## config.mk

```make
export PLATFORM = sky130hd
export DESIGN_NAME = mac_spacing_guard
export DESIGN_NICKNAME = d
export VERILOG_FILES = /design/src/rtl/msg_pkg.sv /design/src/rtl/msg_ptr_track.sv /design/src/rtl/msg_creg_track.sv /design/src/rtl/msg_verdict.sv /design/src/rtl/mac_spacing_guard.sv
export SDC_FILE = /design/constraint.sdc
export NUM_CORES = 1
export LEC_CHECK = 0
export BUFFER_PORTS_ARGS = -buffer_cell sky130_fd_sc_hd__buf_2
export CORE_AREA = 2 2 39 41
export DETAILED_ROUTE_END_ITERATION = 8
export DIE_AREA = 0 0 41 43
export HOLD_SLACK_MARGIN = 0.12
export PLACE_DENSITY = 0.69
export SLEW_MARGIN = 20
export SYNTH_ARGS = -nofsm -noshare
export SYNTH_HDL_FRONTEND = slang
export SYNTH_SLANG_ARGS = --single-unit
```

## constraint.sdc

```tcl
create_clock -name clk -period 1.6 [get_ports clk]
set_input_delay 0.32 -clock clk [delete_from_list [all_inputs] [get_ports clk]]
set_output_delay 0.32 -clock clk [all_outputs]
set_load 0.03 [all_outputs]
```

## src/rtl/msg_pkg.sv

```systemverilog
package msg_pkg;

    localparam int unsigned N_IDX  = 2;
    localparam int unsigned N_QX   = 2;
    localparam int unsigned N_QR   = 2;
    localparam int unsigned N_CREG = 5;
    localparam int unsigned N_PTR  = N_IDX + N_QX + N_QR;

    typedef logic [N_PTR-1:0]  ptr_mask_t;
    typedef logic [N_CREG-1:0] creg_mask_t;

    typedef struct packed {
        logic       valid;
        logic       is_mac;
        ptr_mask_t  ptr_wr;
        ptr_mask_t  ptr_use;
        creg_mask_t creg_wr;
        creg_mask_t creg_rd;
    } slot_t;

    typedef enum logic [1:0] {
        CAUSE_NONE = 2'b00,
        CAUSE_PTR  = 2'b01,
        CAUSE_CREG = 2'b10,
        CAUSE_BOTH = 2'b11
    } cause_e;

    function automatic cause_e make_cause(input logic ptr_hit, input logic creg_hit);
        return cause_e'({creg_hit, ptr_hit});
    endfunction

endpackage

```

## src/rtl/msg_ptr_track.sv

```systemverilog
module msg_ptr_track
    import msg_pkg::*;
(
    input  logic      clk,
    input  logic      rst,
    input  logic      accept,
    input  logic      cur_valid,
    input  logic      cur_mac,
    input  ptr_mask_t cur_wr,
    input  ptr_mask_t cur_use,
    output logic      hit
);
    ptr_mask_t wr_last;

    // one "written last slot" bit per pointer/offset register
    for (genvar i = 0; i < N_PTR; i++) begin : g_bit
        always_ff @(posedge clk) begin
            if (rst) wr_last[i] <= 1'b0;
            else     wr_last[i] <= accept & cur_wr[i];
        end
    end

    always_comb hit = cur_valid & cur_mac & (|(cur_use & wr_last));

endmodule

```

## src/rtl/msg_creg_track.sv

```systemverilog
module msg_creg_track
    import msg_pkg::*;
(
    input  logic       clk,
    input  logic       rst,
    input  logic       accept,
    input  logic       cur_valid,
    input  logic       cur_mac,
    input  creg_mask_t cur_wr,
    input  creg_mask_t cur_rd,
    output logic       hit
);
    creg_mask_t pending;

    // MAC writes accumulate across back-to-back MAC slots; any non-MAC slot
    // (standard instruction, idle slot or inserted bubble) retires them
    always_ff @(posedge clk) begin
        if (rst)           pending <= '0;
        else if (!accept)  pending <= '0;
        else if (cur_mac)  pending <= pending | cur_wr;
        else               pending <= '0;
    end

    always_comb hit = cur_valid & ~cur_mac & (|(cur_rd & pending));

endmodule

```

## src/rtl/msg_verdict.sv

```systemverilog
module msg_verdict
    import msg_pkg::*;
(
    input  logic   stall_mode,
    input  logic   valid,
    input  logic   ptr_hit,
    input  logic   creg_hit,
    output logic   accept,
    output logic   viol,
    output logic   stall_req,
    output cause_e cause
);
    logic hazard;

    always_comb begin
        hazard    = ptr_hit | creg_hit;
        stall_req = stall_mode & hazard;
        viol      = ~stall_mode & hazard;
        accept    = valid & ~stall_req;
        cause     = make_cause(ptr_hit, creg_hit);
    end

endmodule

```

## src/rtl/mac_spacing_guard.sv

```systemverilog
module mac_spacing_guard
    import msg_pkg::*;
(
    input  logic              clk,
    input  logic              rst,
    input  logic              stall_mode,
    input  logic              slot_valid,
    input  logic              slot_is_mac,
    input  logic [N_PTR-1:0]  slot_ptr_wr,
    input  logic [N_PTR-1:0]  slot_ptr_use,
    input  logic [N_CREG-1:0] slot_creg_wr,
    input  logic [N_CREG-1:0] slot_creg_rd,
    output logic              viol,
    output logic [1:0]        cause,
    output logic              stall_req
);
    slot_t  cur;
    logic   accept;
    logic   ptr_hit;
    logic   creg_hit;
    cause_e cause_w;

    always_comb begin
        cur.valid   = slot_valid;
        cur.is_mac  = slot_is_mac;
        cur.ptr_wr  = slot_ptr_wr;
        cur.ptr_use = slot_ptr_use;
        cur.creg_wr = slot_creg_wr;
        cur.creg_rd = slot_creg_rd;
    end

    msg_ptr_track u_ptr (
        .clk       (clk),
        .rst       (rst),
        .accept    (accept),
        .cur_valid (cur.valid),
        .cur_mac   (cur.is_mac),
        .cur_wr    (cur.ptr_wr),
        .cur_use   (cur.ptr_use),
        .hit       (ptr_hit)
    );

    msg_creg_track u_creg (
        .clk       (clk),
        .rst       (rst),
        .accept    (accept),
        .cur_valid (cur.valid),
        .cur_mac   (cur.is_mac),
        .cur_wr    (cur.creg_wr),
        .cur_rd    (cur.creg_rd),
        .hit       (creg_hit)
    );

    msg_verdict u_verdict (
        .stall_mode (stall_mode),
        .valid      (cur.valid),
        .ptr_hit    (ptr_hit),
        .creg_hit   (creg_hit),
        .accept     (accept),
        .viol       (viol),
        .stall_req  (stall_req),
        .cause      (cause_w)
    );

    assign cause = cause_w;

endmodule

```

==> qor.csv <==
metric;value;unit
grt total ovfl;0;
Max-slew headroom;63.8;%
Hold Violations, Final;0;
fin. max-slew vios;0;
share of cells above drive strength 1;52.3;%
I/O Buffers;30;
fin crit period;1.74;ns
Mapped Area;472;sq um
slowest stage delay, CP;0.38;ns
crit end category;primary output;
Die Y;43;microns
post-route cell area;722;sq um
post-DP HPWL;939;microns
Sw Ratio;24.8;%
clock skew;0.00577;ns
filler instances;136;
outcome;finished, violations left;
antenna cells;0;
Layout Nets;116;
most frequent cells in the layout;buf_2, dfxtp_1, buf_4, nor2_1, nor4b_1;
HP Class;input pin to register;
largest net degree at the start of global routing;7;
Seq/Total Area, Yosys;46.7;%
failing checks;setup timing;
VDD IR max;390;uV
H-tree depth;1;
initial cell density of the core;34.1;%
sequential power share;49.9;%
Mapped Cells;51;
Yosys cell types;18;
ordered cell list for the critical path;a222oi_1 -> a21o_2 -> a21oi_1 -> buf_4;
commonest non-fill, non-tap cell in the layout;buf_2;
WP buf/inv;1;
Syn Area/Cell;9.25;sq um
CP arrival;1.42;ns
Routed WL;1150;microns
Max Freq;574;MHz
die width;41;microns
Worst-Margin Slew;0.541;ns
Ports;31;
#FFs+latches synth;11;
routability cong.;0.613;
kind of critical path;register to primary output;
Yosys top cell area share;46.7;%
CTS Buf Count;3;
CP Max Fanout;3;
synth warn;0;
Placement Rows;14;
ranking of synthesized cells by area;dfxtp_1, nor4b_1, a22oi_1;
routed vias;529;
Pwr per Cell Area;801;nW/um^2
Place WS;0.0339;ns
clock network fraction of total power;32.4;%
initial antenna violation count;0;
CTS tree;done;
global-route wire length before repair;1880;microns
leakage;0.315;nW
RSZ-0062 raised after global routing;yes;
Net Count, Synth;78;
Clock Pin Slew Worst Setup and Hold Paths;0.07;ns
# setup viols final;3;
DRT antenna net count;0;
Cell Area, Placed;662;sq um
Initial DRT Pass Iterations;4;
Area Growth Syn to Fin;53.1;%
crit path max-delay cell type;a222oi_1;
setup ws final;-0.144;ns
CTS Sinks;11;
Max-Cap Viols;0;
NetSw;0.144;mW
core area;1380;sq um
crit share post-route;109;%
Worst-Skew Late Latency;0.27;ns
crit start category;register;
root buf cell;clkbuf_4;
Req. time, crit path;1.28;ns
Int Power;0.435;mW
critical path's top delay family;compound AO/OA/AOI/OAI gates;
Via density;5.09;
drt drc;0;
area leader, netlist;dfxtp_1;
Iter 0 DRT Violations;7;
Clock Tree Buf Depth;2;
WL/cell;11.0;microns
gr usage total;15.7;%
combinational share of power;17.7;%
vias in the first global route;511;
die area;1760;sq um
per-layer routing:
metal	share of wire, %	GRT usage, %
met1	45	18.4
met4	2.8	12.0
met3	3.7	1.57
met2	49	24.4
met5	0	0
cells by family (layout without fill, tap and decap cells):
kind of cell	count (synthesis)	in the layout	synth area share (%)
simple gates	23	23	27.9
buf+inv	4	41	4.77
flops	11	11	46.7
compound gates	13	13	20.7
power groups by stage:
stage               sequential [mW]  clock [mW]  combinational [mW]
floorplan                     0.293           0              0.0474
global placement              0.294           0              0.0947
detailed placement            0.294           0              0.0954
CTS                           0.288       0.193              0.0993
global route                  0.290       0.209               0.113
finish                        0.289       0.187               0.102
repair_timing:
item / in CTS / in global routing
hold buffers: 0 / 0
pin swaps: 1 / 0
setup endpoints to repair: 3 / 4
gates resized for setup: 3 / 6
setup buffers: 1 / 0
Yosys cell counts:
| cell | n |
|---|---|
| nor3_1 | 5 |
| or2_1 | 1 |
| nand2b_1 | 2 |
| inv_1 | 2 |
| buf_4 | 2 |
| a31oi_1 | 3 |
| nand2_1 | 2 |
| nor4b_1 | 6 |
| a31o_2 | 1 |
| a21oi_2 | 1 |
| a211oi_1 | 1 |
| dfxtp_1 | 11 |
| a22oi_1 | 4 |
| nand3_1 | 1 |
| a21o_2 | 1 |
| nor2_1 | 6 |
| a21oi_1 | 1 |
| a222oi_1 | 1 |
flip-flops by register name, indices dropped and copies added, names as in the netlist:
signal and flops:
u_ptr.wr_last 6, u_creg.pending 5
through the flow:
stage | hold WS [ns] | std cells | setup TNS (ns) | util (%) | power, mW
floorplan | 0.468 | 51 | 0 | - | 0.340
global placement | 0.481 | 99 | 0 | 47.8 | 0.388
detailed placement | 0.495 | 99 | 0 | 47.8 | 0.390
CTS | 0.311 | 104 | -0.358 | 50.8 | 0.580
global route | 0.309 | 104 | -0.540 | 52.2 | 0.611
finish | 0.313 | 104 | -0.384 | 52.2 | 0.579
worst paths after layout:
kind                                          end  slack [ns]               from  depth (start not counted)
worst min-delay path            u_creg.pending[2]        0.31    slot_creg_wr[2]                          3
worst max register to register   u_ptr.wr_last[2]        0.15  u_creg.pending[2]                          5
worst max-delay path                    stall_req       -0.14  u_creg.pending[2]                          4
worst min register to register  u_creg.pending[2]        0.49  u_creg.pending[2]                          2
final cells by class:
| cell class | instances | area (sq um) | area share, % |
|---|---|---|---|
| Sequential cell | 11 | 221 | 30.7 |
| Multi-Input combinational cell | 36 | 249 | 34.5 |
| Clock buffer | 4 | 26.3 | 3.64 |
| Timing Repair Buffer | 35 | 198 | 27.4 |
| Inverter | 2 | 7.51 | 1.04 |
| Tap cell | 16 | 20.0 | 2.77 |
worst reg2reg max path, stage by stage, from the launching register on:
cell,delay (ns)
dfxtp_2,0.32
a222oi_1,0.38
buf_4,0.18
buf_4,0.09
a21oi_2,0.08
nor4b_1,0.31
Note: power is estimated with default switching activity, not from simulation.
